<file path="config.mk">
export PLATFORM = sky130hd
export DESIGN_NAME = ireg_port
export DESIGN_NICKNAME = d
export VERILOG_FILES = /design/src/rtl/ireg_pkg.sv /design/src/rtl/ireg_pointer.sv /design/src/rtl/ireg_bank.sv /design/src/rtl/ireg_port.sv
export SDC_FILE = /design/constraint.sdc
export NUM_CORES = 1
export LEC_CHECK = 0
export BUFFER_PORTS_ARGS = -buffer_cell sky130_fd_sc_hd__buf_4
export CAP_MARGIN = 20
export CORE_MARGIN = 5
export CORE_UTILIZATION = 65
export CTS_CLUSTER_SIZE = 24
export DETAILED_ROUTE_END_ITERATION = 12
export GPL_ROUTABILITY_DRIVEN = 0
export MAX_ROUTING_LAYER = met4
export PLACE_DENSITY = 0.85
export SYNTH_ARGS = -nofsm -noshare
export SYNTH_HDL_FRONTEND = slang
export SYNTH_SLANG_ARGS = --single-unit
</file>
<file path="constraint.sdc">
create_clock -name clk -period 4 [get_ports clk]
set_input_delay 0.2 -clock clk [delete_from_list [all_inputs] [get_ports clk]]
set_output_delay 0.2 -clock clk [all_outputs]
set_load 0.03 [all_outputs]
</file>
<file path="src/rtl/ireg_pkg.sv">
package ireg_pkg;

   // kind of storage behind each address slot
   typedef enum logic [1:0] {
      SLOT_CAPTURE = 2'd0,
      SLOT_TRANSMIT = 2'd1,
      SLOT_PLAIN = 2'd2,
      SLOT_EMPTY = 2'd3
   } slot_kind_e;

   function automatic slot_kind_e slot_kind(input int idx, input int rx_words,
                                            input int tx_words, input int num_regs);
      if (idx < rx_words) return SLOT_CAPTURE;
      if (idx < rx_words + tx_words) return SLOT_TRANSMIT;
      if (idx < num_regs) return SLOT_PLAIN;
      return SLOT_EMPTY;
   endfunction

endpackage

</file>
<file path="src/rtl/ireg_pointer.sv">
module ireg_pointer #(
   parameter int DATA_W = 8,
   parameter int ADDR_W = 6
) (
   input  logic              clk,
   input  logic              rst_n,
   input  logic              ptr_load,
   input  logic [DATA_W-1:0] load_val,
   input  logic              data_access,
   output logic [ADDR_W-1:0] addr,
   output logic              adv_en,
   output logic [DATA_W-1:0] ptr_view
);
   localparam int ADV_BIT = DATA_W - 1;
   localparam int PAD_W = DATA_W - ADDR_W - 1;

   generate
      if (PAD_W < 1) begin : g_bad_width
         $error("ireg_pointer: DATA_W must leave a spare bit between address and advance bit");
      end
   endgenerate

   always_ff @(posedge clk or negedge rst_n) begin
      if (!rst_n) begin
         addr   <= '0;
         adv_en <= 1'b0;
      end else if (ptr_load) begin
         addr   <= load_val[ADDR_W-1:0];
         adv_en <= load_val[ADV_BIT];
      end else if (data_access && adv_en) begin
         addr <= addr + 1'b1;
      end
   end

   assign ptr_view = {adv_en, {PAD_W{1'b0}}, addr};

   a_r3_step_after_access: assert property (@(posedge clk) disable iff (!rst_n)
      (data_access && adv_en && !ptr_load) |=> (addr == $past(addr) + 1'b1));

   a_r4_hold_without_advance: assert property (@(posedge clk) disable iff (!rst_n)
      (data_access && !adv_en && !ptr_load) |=> $stable(addr));

   a_r5_wrap_to_zero: assert property (@(posedge clk) disable iff (!rst_n)
      (data_access && adv_en && !ptr_load && (addr == {ADDR_W{1'b1}})) |=> (addr == '0));

endmodule

</file>
<file path="src/rtl/ireg_bank.sv">
module ireg_bank
   import ireg_pkg::*;
#(
   parameter int DATA_W = 8,
   parameter int ADDR_W = 6,
   parameter int RX_WORDS = 8,
   parameter int TX_WORDS = 8,
   parameter int NUM_REGS = 57
) (
   input  logic                         clk,
   input  logic                         rst_n,
   input  logic                         wr_en,
   input  logic [ADDR_W-1:0]            wr_addr,
   input  logic [DATA_W-1:0]            wr_data,
   input  logic [ADDR_W-1:0]            rd_addr,
   output logic [DATA_W-1:0]            rd_word,
   input  logic [RX_WORDS*DATA_W-1:0]   rx_frame,
   output logic [TX_WORDS*DATA_W-1:0]   tx_frame
);
   localparam int SPAN = 1 << ADDR_W;
   localparam int TX_BASE = RX_WORDS;

   generate
      if (NUM_REGS > SPAN) begin : g_bad_count
         $error("ireg_bank: NUM_REGS exceeds the address span");
      end
      if (RX_WORDS + TX_WORDS > NUM_REGS) begin : g_bad_split
         $error("ireg_bank: capture and transmit words exceed NUM_REGS");
      end
   endgenerate

   logic [SPAN-1:0][DATA_W-1:0] word_view;

   genvar gi;
   generate
      for (gi = 0; gi < SPAN; gi++) begin : g_slot
         localparam slot_kind_e KIND = slot_kind(gi, RX_WORDS, TX_WORDS, NUM_REGS);
         if (KIND == SLOT_CAPTURE) begin : g_capture
            assign word_view[gi] = rx_frame[gi*DATA_W +: DATA_W];
         end else if (KIND == SLOT_EMPTY) begin : g_empty
            assign word_view[gi] = '0;
         end else begin : g_stored
            logic [DATA_W-1:0] word_q;
            always_ff @(posedge clk or negedge rst_n) begin
               if (!rst_n) word_q <= '0;
               else if (wr_en && (wr_addr == ADDR_W'(gi))) word_q <= wr_data;
            end
            assign word_view[gi] = word_q;
         end
      end

      for (gi = 0; gi < TX_WORDS; gi++) begin : g_tx_out
         assign tx_frame[gi*DATA_W +: DATA_W] = word_view[TX_BASE + gi];
      end
   endgenerate

   assign rd_word = word_view[rd_addr];

   a_r7_capture_write_ignored: assert property (@(posedge clk) disable iff (!rst_n)
      (wr_en && ({1'b0, wr_addr} < (ADDR_W+1)'(RX_WORDS))) |=> $stable(tx_frame));

   a_r8_transmit_byte_updates: assert property (@(posedge clk) disable iff (!rst_n)
      (wr_en && ({1'b0, wr_addr} >= (ADDR_W+1)'(TX_BASE))
             && ({1'b0, wr_addr} < (ADDR_W+1)'(TX_BASE + TX_WORDS)))
      |=> (tx_frame[(int'($past(wr_addr)) - TX_BASE)*DATA_W +: DATA_W] == $past(wr_data)));

endmodule

</file>
<file path="src/rtl/ireg_port.sv">
module ireg_port #(
   parameter int DATA_W = 8,
   parameter int ADDR_W = 6,
   parameter int RX_WORDS = 8,
   parameter int TX_WORDS = 8,
   parameter int NUM_REGS = 57
) (
   input  logic                       clk,
   input  logic                       rst_n,
   input  logic                       host_sel,
   input  logic                       host_wr,
   input  logic                       host_rd,
   input  logic [DATA_W-1:0]          host_wdata,
   output logic [DATA_W-1:0]          host_rdata,
   input  logic [RX_WORDS*DATA_W-1:0] rx_frame,
   output logic [TX_WORDS*DATA_W-1:0] tx_frame
);
   logic              ptr_load;
   logic              data_access;
   logic [ADDR_W-1:0] cur_addr;
   logic              adv_en;
   logic [DATA_W-1:0] ptr_view;
   logic [DATA_W-1:0] bank_word;

   assign ptr_load    = host_wr && !host_sel;
   assign data_access = host_sel && (host_rd || host_wr);

   ireg_pointer #(
      .DATA_W (DATA_W),
      .ADDR_W (ADDR_W)
   ) u_pointer (
      .clk         (clk),
      .rst_n       (rst_n),
      .ptr_load    (ptr_load),
      .load_val    (host_wdata),
      .data_access (data_access),
      .addr        (cur_addr),
      .adv_en      (adv_en),
      .ptr_view    (ptr_view)
   );

   ireg_bank #(
      .DATA_W   (DATA_W),
      .ADDR_W   (ADDR_W),
      .RX_WORDS (RX_WORDS),
      .TX_WORDS (TX_WORDS),
      .NUM_REGS (NUM_REGS)
   ) u_bank (
      .clk      (clk),
      .rst_n    (rst_n),
      .wr_en    (host_wr && host_sel),
      .wr_addr  (cur_addr),
      .wr_data  (host_wdata),
      .rd_addr  (cur_addr),
      .rd_word  (bank_word),
      .rx_frame (rx_frame),
      .tx_frame (tx_frame)
   );

   // read data is registered; the old word is captured even when written in the same cycle
   always_ff @(posedge clk or negedge rst_n) begin
      if (!rst_n) host_rdata <= '0;
      else if (host_rd) host_rdata <= host_sel ? bank_word : ptr_view;
   end

   a_r2_spare_bit_zero: assert property (@(posedge clk) disable iff (!rst_n)
      (host_rd && !host_sel) |=> (host_rdata[DATA_W-2:ADDR_W] == '0));

   a_r10_empty_reads_zero: assert property (@(posedge clk) disable iff (!rst_n)
      (host_rd && host_sel && ({1'b0, cur_addr} >= (ADDR_W+1)'(NUM_REGS))) |=> (host_rdata == '0));

   a_r11_rdata_held: assert property (@(posedge clk) disable iff (!rst_n)
      !host_rd |=> $stable(host_rdata));

endmodule

</file>
* Word-level counts from Yosys, hierarchy flattened *
Index checks and enable logic that the tools add are counted.

word-level totals
  register bits = 407
  latch bits = 0
  bits in writable memories = 0
  ROM bits = 0
  input port bits = 77
  output and inout port bits = 72
  word-level logic and storage cells = 164
  memories kept = 0

cells by class
  $add $sub $neg = 1
  multipliers = 0
  div/mod/pow operators = 0
  $lt $le $gt $ge = 1
  eq/ne operators = 49
  shift operators = 0
  mux-type cells = 5
  bitwise operators = 0
  reduce and logical (&&, ||, !) cells = 56

operators with widths
  kind                                                  number
  equality test 6 bit (second input constant)           25
  equality test 6 x 5 -> 1 bit (second input constant)  16
  logical AND 1 bit                                     53
  binary-select mux 8 bit (select 6 bit)                1
  equality test 6 x 4 -> 1 bit (second input constant)  8
  two-way mux 8 bit                                     2
  two-way mux 6 bit                                     2
  < comparator 6 x 7 -> 1 bit (second input constant)   1
  adder 6 x 1 -> 6 bit (second input constant)          1
  nonzero test 2 bit                                    1
  zero test 1 bit                                       1
  logical OR 1 bit                                      1

* Depth between registers and ports, before layout *
Gate-level depths: netlist of the first run.

  depth in word-level cells = 5
  gate-level depth with buffers = 10
  depth with buffers taken out = 5

* Cells and area by module *
Synthesis of the first run repeated with hierarchy kept, for this count alone.

unflattened totals
  cells, all modules = 1,317
  area, all modules = 19,590.0 um^2

by module, submodules not included
  module        instances  cells each  area each (um^2)  sequential area each (um^2)
  ireg_bank     1          1,230       18,741.7          9,809.4
  ireg_pointer  1          49          450.4             175.2
  ireg_port     1          38          397.9             200.2

* Worst setup path before layout of the first run *
Ideal clock, no wire load.

  path type = reg-to-reg
  start = register u_pointer.addr[0]
  end = register u_bank.g_slot[54].g_stored.word_q[0]
  setup time = 0.125 ns
  arrival time = 2.414 ns
  required time = 3.875 ns
  slack = 1.461 ns
  cell stages (with the launch flop) = 11
  path buffers = 5
  clock period less this slack = 2.539 ns
  cells stage by stage = dfrtp_1 > buf_6 > buf_6 > buf_6 > buf_2 > inv_1 > ha_1 > clkbuf_1 > nand2_1 > nor2_1 > mux2_2

between the ends
  longest elaborated chain between the ends = 2

ends and longest elaborated chain
  element                   line                source
  start: declaration        ireg_pointer.sv:10  output logic [ADDR_W-1:0] addr,
  start signal: assignment  ireg_pointer.sv:28  addr <= load_val[ADDR_W-1:0];
  start signal: assignment  ireg_pointer.sv:31  addr <= addr + 1'b1;
  equality test 6 bit       ireg_bank.sv:46     else if (wr_en && (wr_addr == ADDR_W'(gi))) word_q <= wr_data;
  logical AND 1 bit         ireg_bank.sv:46
  end signal: assignment    ireg_bank.sv:46
  end: declaration          ireg_bank.sv:43     logic [DATA_W-1:0] word_q;

Every way passes these cells.
A chain may end at the register's enable or synchronous reset.

* Final worst setup path of the first run *
  start = register u_pointer.addr[0]
  end = register u_bank.g_slot[53].g_stored.word_q[6]

between the ends
  longest elaborated chain between the ends = 2

ends and longest elaborated chain
  element                 line
  equality test 6 bit     ireg_bank.sv:46
  logical AND 1 bit       ireg_bank.sv:46
  end signal: assignment  ireg_bank.sv:46
  end: declaration        ireg_bank.sv:43

Every way passes these cells.

==> results.yml, run 1 <==
drt:
  wl_met2_mm: 25.36
  top_layer_used: "met4"
  vias_per_cell: 6.762
  num_vias: 12570
  finalWirelength_mm: 50.98
  wl_per_cell_um: 27.43
  first_pass_iters: 6
  drt_iter0_markers: 1136
  met1Wirelength_mm: 20.17
  drtAntennaViolNets: 0
  wl_met3_mm: 3.602
  drc: 0
synth:
  synth_compound_area_share_pct: 4.136
  syn_inst: 1317
  ys.flop_type: "dfrtp_1"
  synth-edff-count: 0
  ys_seq_area_share_pct: 52.20
  netlist-cell-type-count: 52
  yosys-top-cells-area: "dfrtp_1 (52%), mux2_2 (23%), mux4_2 (11%)"
  synth_area_leader_cell: "dfrtp_1"
  ys_async_sr_fraction_pct: 100.0
  synth_top_family_by_area: "multiplexers"
  synth_area_um2: 19510
  synthMuxAreaShare_pct: 36.67
  synth-simple-area-share_pct: 4.149
  yosys.area.top_type_share_pct: 52.20
  synth-xor-area-share_pct: 0
  synth_area_per_cell_um2: 14.82
  ys_ff_latch: 407
  synth_warnings: 0
  synthAdderAreaFrac_pct: 0.2565
  syn_nets: 1398
timing:
  fin_crit_sh_pct: 79.66
  hold_viol: 0
  setup_slack_ps: 813.5
  setup_tns_ps: 0
  final.min_clock_period_ps: 3186
  rsz0062_at_grt: "false"
  slew_violations: 0
  skew_ps: 16.88
  tightest_slew_ps: 914.4
  fmaxAchievable_mhz: 313.8
  hold_ws_ps: 105.1
  setup_violations: 0
  relSlewSlack_pct: 38.81
clock_network:
  insertion_delay_ps: 540
  numCtsBuffers: 43
  cts_setup_buffers: 0
  cts_root_buffer: "clkbuf_16"
  cts_resized: 0
  clock_sinks: 407
  ctsHoldBuffers: 1
  cts_tree: "yes"
  cts_buffer_depth: 3
  ctsHtreeMaxLevel: 2
  path_clk_slew_ps: 60
die:
  core-area_um2: 29640
  fp.dieW_um: 183.3
  start_util_pct: 65.84
  std_cell_rows: 63
  dieArea_um2: 33580
  die_y_um: 183.3
  ioPinCount: 149
layout:
  seq_area_um2: 10190
  drive_gt1_share_pct: 53.03
  final_area_um2: 22390
  multi_input_area_um2: 8821
  most-common-layout-cells: "mux2_2 (405), dfrtp_1 (404), buf_4 (166)"
  finalNetCount: 1520
  fillCellCount: 1783
  final_common_cell: "mux2_2"
  areaGrowthSynthToFinish_pct: 14.75
hold_path:
  hp-class: "primary input to register"
power:
  leakage_nw: 10.60
  report.power.total_mw: 16.68
  max-vdd-ir-drop_v: 0.0005028
  pwr_density_cell_nw_per_um2: 744.9
place:
  dp_hpwl_mm: 32.62
  port_buffers: 148
  place_ws_ps: 912.4
  dpl_cell_area_um2: 20920
worst_setup_path:
  cp_max_fo: 47
  slowest_stage: "dfrtp_4"
  cp.arrival_ps: 3610
  critPathCaptureType: "register"
  path_cells: "buf_4, ha_1, nand2_1, nor2_1, mux2_2"
  path_class: "register to register"
  worstPathRequired_ps: 4420
  crit_path_max_incr_delay_ps: 1000
  reg2reg_slack_ps: 810
  start_kind: "register"
status:
  status: "complete, no violations"
global_routing:
  grt_remaining_overflow: 0
  grt.total_usage_pct: 31.65
  antenna_found_initial: 2
  grt_max_degree: 109
  grt_pass1_wl_mm: 79.94
  grt_pass1_vias: 13580
run:
  drv_cap: 0
-- layout make-up --
cell class,instances,area share [%]
clock inverter,12,0.8438
antenna,2,0.02235
inverter,10,0.1676
tap,390,2.179
timing repair buffer,174,6.214
clock buffer,61,5.655
multi-input combinational,803,39.39
sequential,407,45.52
-- state kept, by name (all words and copies together) (netlist names) --
register / count
host_rdata: 8
u_bank.g_slot.g_stored.word_q: 392
u_pointer.addr: 6
u_pointer.adv_en: 1
-- worst max-delay path, delay by kind of cell (launching register included) --
family | cells | cell delay (ps)
and+or+nand+nor | 2 | 900
adders and majority gates | 1 | 360
buffers and inverters | 1 | 340
DFF | 1 | 1000
muxes | 1 | 410
-- power breakdown --
group	internal [mW]	switching, mW
Clock	2.52	1.61
Combinational	2.92	2.87
Sequential	5.64	1.12
Total	11.1	5.60
-- path summary, 6_finish.rpt --
path,startpoint,to,cells past startpoint
max in group asynchronous,rst_n,u_bank.g_slot[50].g_stored.word_q[7],3
min reg2reg,u_bank.g_slot[18].g_stored.word_q[0],u_bank.g_slot[18].g_stored.word_q[0],2
min in group asynchronous,rst_n,u_bank.g_slot[12].g_stored.word_q[3],2
max reg2reg,u_pointer.addr[0],u_bank.g_slot[53].g_stored.word_q[6],5
max,u_pointer.addr[0],u_bank.g_slot[53].g_stored.word_q[6],5
min,host_rd,host_rdata[6],4
-- metal layers --
metal	GRT usage, %	up-vias
met4	11.00	0
met2	50.37	574
li1	-	5197
met5	-	-
met1	41.61	6663
met3	6.010	136
-- synthesized netlist by cell type (2+ instances only) --
master	count
a2111oi_0	3
a211oi_1	2
a21oi_1	20
a22oi_1	17
a311oi_1	2
and2_1	3
buf_1	3
buf_2	20
buf_4	3
buf_6	7
clkbuf_1	63
dfrtp_1	407
ha_1	4
inv_1	8
mux2_2	405
mux2i_1	15
mux4_1	15
mux4_2	91
nand2_1	46
nand2b_1	5
nand3_1	16
nand3_2	5
nor2_1	21
nor2_2	30
nor2b_1	17
nor3_1	6
nor3b_1	2
o211ai_1	5
o211ai_2	5
o21a_1	5
o21ai_0	22
o22a_1	6
o22ai_1	13
o311ai_1	5
o31ai_1	2
or3_1	2
-- per-stage QoR --
stage | utilization, % | instances
after CTS | 75.53 | 1857
after global routing | 75.55 | 1859
after global placement | 70.59 | 1783
after detailed placement | 70.59 | 1783
final | 75.55 | 1859
after floorplan | - | 1317
-- cells by family after synthesis --
| family | count (synthesis) |
|---|---|
| multiplexers | 526 |
| flip-flops | 407 |
| AND/OR/NAND/NOR | 157 |
| AO/OA/AOI/OAI | 116 |
| buffers and inverters | 107 |
| adder cells (fa/ha/maj) | 4 |
Power figures use the tool's default switching activity.
==> inputs of run 2 (changes only) <==
--- a/config.mk
+++ b/config.mk
@@ -8,12 +8,12 @@
 export BUFFER_PORTS_ARGS = -buffer_cell sky130_fd_sc_hd__buf_4
 export CAP_MARGIN = 20
 export CORE_MARGIN = 5
-export CORE_UTILIZATION = 65
+export CORE_UTILIZATION = 55
 export CTS_CLUSTER_SIZE = 24
 export DETAILED_ROUTE_END_ITERATION = 12
 export GPL_ROUTABILITY_DRIVEN = 0
 export MAX_ROUTING_LAYER = met4
-export PLACE_DENSITY = 0.85
+export PLACE_DENSITY = 0.77
 export SYNTH_ARGS = -nofsm -noshare
 export SYNTH_HDL_FRONTEND = slang
 export SYNTH_SLANG_ARGS = --single-unit
==> constraint.sdc (replaced) <==
create_clock -name clk -period 2.9 [get_ports clk]
set_input_delay 0.145 -clock clk [delete_from_list [all_inputs] [get_ports clk]]
set_output_delay 0.145 -clock clk [all_outputs]
set_load 0.03 [all_outputs]
==> run 2 against run 1 <==
Against the previous run: first-iteration DRC count decreased by 11%; clock power increased by 32%; utilization decreased by 11 points; critical path type unchanged; critical endpoint is now host_rdata[5]; highest routed layer unchanged.
==> results.yml, run 2 (synthesis results as in run 1) <==
status:
  status: "complete, no violations"
hold_path:
  hp-class: "primary input to register"
  holdCritStartpoint: "host_rd"
  min_path_cells: 3
  min_to: "host_rdata[4]"
worst_setup_path:
  r2r-start: "u_pointer.addr[0]"
  reg2reg_slack_ps: 190
  rr_worst_depth: 6
  start_kind: "register"
  worstPathRequired_ps: 3300
  path_class: "register to register"
  critPathCaptureType: "register"
  cp.arrival_ps: 3110
  cp_max_fo: 18
  rr_endpoint: "host_rdata[5]"
drt:
  drt_iter0_markers: 1013
  vias_per_cell: 6.297
  drc: 0
  finalWirelength_mm: 50.21
  drtAntennaViolNets: 0
  first_pass_iters: 5
  num_vias: 12380
  wl_per_cell_um: 25.54
die:
  ioPinCount: 149
  start_util_pct: 55.26
  fp.dieW_um: 198.4
  die_y_um: 198.4
  dieArea_um2: 39340
  std_cell_rows: 69
  core-area_um2: 35310
clock_network:
  insertion_delay_ps: 560
  path_clk_slew_ps: 60
  cts_root_buffer: "clkbuf_16"
  cts_tree: "yes"
  numCtsBuffers: 44
  cts_setup_buffers: 0
  clock_sinks: 407
  cts_buffer_depth: 3
  ctsHtreeMaxLevel: 2
power:
  max-vdd-ir-drop_v: 0.0006488
  power_frac_clock_pct: 23.9
  switching_share_pct: 33.76
  p_sw_mw: 7.688
  intPower_mw: 15.09
  power_frac_seq_pct: 40.4
  pwr_density_cell_nw_per_um2: 1003
  report.power.total_mw: 22.77
  power_frac_comb_pct: 35.7
  leakage_nw: 10.74
timing:
  skew_ps: 20.97
  fin_crit_sh_pct: 93.33
  slew_violations: 0
  setup_tns_ps: 0
  fmaxAchievable_mhz: 369.5
  tightest_slew_ps: 970.7
  final.min_clock_period_ps: 2707
  rsz0062_at_grt: "false"
  hold_viol: 0
  relSlewSlack_pct: 35.28
  setup_violations: 0
place:
  dp_hpwl_mm: 34.18
  dpl_cell_area_um2: 21270
  port_buffers: 148
layout:
  most-common-layout-cells: "mux2_2 (405), dfrtp_1 (404), buf_4 (193)"
  drive_gt1_share_pct: 53.76
  final_area_um2: 22700
  largest_reg_flops: 392
  areaGrowthSynthToFinish_pct: 16.32
  top_regs: "u_bank.g_slot.g_stored.word_q x392, host_rdata x8, u_pointer.addr x6"
  final_core_util_pct: 64.28
  final_common_cell: "mux2_2"
  regMostFlops: "u_bank.g_slot.g_stored.word_q"
  fillCellCount: 2509
  finalNetCount: 1551
global_routing:
  grt.total_usage_pct: 26.82
  grt_max_degree: 88
  grt_pass1_vias: 13160
  grt_pass1_wl_mm: 79.13
  antenna_found_initial: 3
  grt_remaining_overflow: 0
run:
  drv_cap: 0
-- run 2: cell types whose count changed in the layout (fill, tap and decap cells not counted) --
cell / before / now
buf_4: 166 / 193
clkbuf_1: 8 / 13
buf_12: 6 / 9
bufinv_16: 5 / 2
diode_2: 2 / 4
clkbuf_16: 45 / 44
clkinv_4: 0 / 1
clkinv_8: 0 / 1
inv_16: 0 / 1
-- run 2: layout make-up --
| type | instances | area [um^2] | share of cell area [%] |
|---|---|---|---|
| diodes | 4 | 10.01 | 0.04410 |
| clock buffers | 65 | 1260 | 5.551 |
| clock inverters | 12 | 143.9 | 0.6340 |
| inverters | 10 | 37.54 | 0.1654 |
| multi-input cells | 803 | 8821 | 38.86 |
| flip-flops and latches | 407 | 10190 | 44.91 |
| well taps | 461 | 576.8 | 2.541 |
| repair buffers | 204 | 1654 | 7.288 |
-- run 2: worst max-delay path, cell delays in order (launching register included) --
cell and delay (ps):
dfrtp_4 590, buf_12 230, buf_4 240, mux2_2 370, a221o_1 380, a311oi_1 530, o32ai_1 200
-- run 2: power by group through the flow --
stage                     Sequential, mW  Clock [mW]  Combinational, mW
after global placement              9.11           0               7.92
after detailed placement            9.24           0               8.10
final                               9.20        5.45               8.13
after floorplan                     9.33           0               5.16
after global routing                9.41        5.78               8.64
after CTS                           9.16        5.53               8.14
-- run 2: repair_timing --
action,CTS,global route
hold endpoints to repair,78,0
hold buffers,1,0
gates resized for setup,0,0
-- run 2: per-layer routing --
| metal | vias up | GRT usage, % | part of all wire (%) |
|---|---|---|---|
| met3 | 103 | 4.679 | 6.4 |
| met2 | 426 | 41.57 | 48 |
| li1 | 5265 | - | - |
| met1 | 6586 | 37.17 | 42 |
| met5 | - | - | 0 |
| met4 | 0 | 7.549 | 3.0 |
-- run 2: stage by stage --
stage          std cells  setup WS (ps)  hold slack, ps
5_1_grt             1965          124.8           42.21
2_1_floorplan       1317          361.2          -150.6
4_1_cts             1962          243.6           14.70
3_5_place_dp        1884          245.2           233.4
6_report            1966          193.4           40.65
3_3_place_gp        1884          273.5           226.9
-- run 2: how the worst max path moves through the flow --
| stage | start | end | slack (ps) | cells after the start |
|---|---|---|---|---|
| 2_1_floorplan | u_pointer.addr[0] | u_bank.g_slot[54].g_stored.word_q[0] | 360 | 10 |
| 3_3_place_gp | u_pointer.addr[0] | host_rdata[4] | 270 | 7 |
| 3_5_place_dp | u_pointer.addr[0] | host_rdata[4] | 250 | 7 |
| 4_1_cts | u_pointer.addr[0] | host_rdata[4] | 240 | 7 |
| 5_1_grt | u_pointer.addr[0] | host_rdata[5] | 120 | 6 |
| 6_report | u_pointer.addr[0] | host_rdata[5] | 190 | 6 |
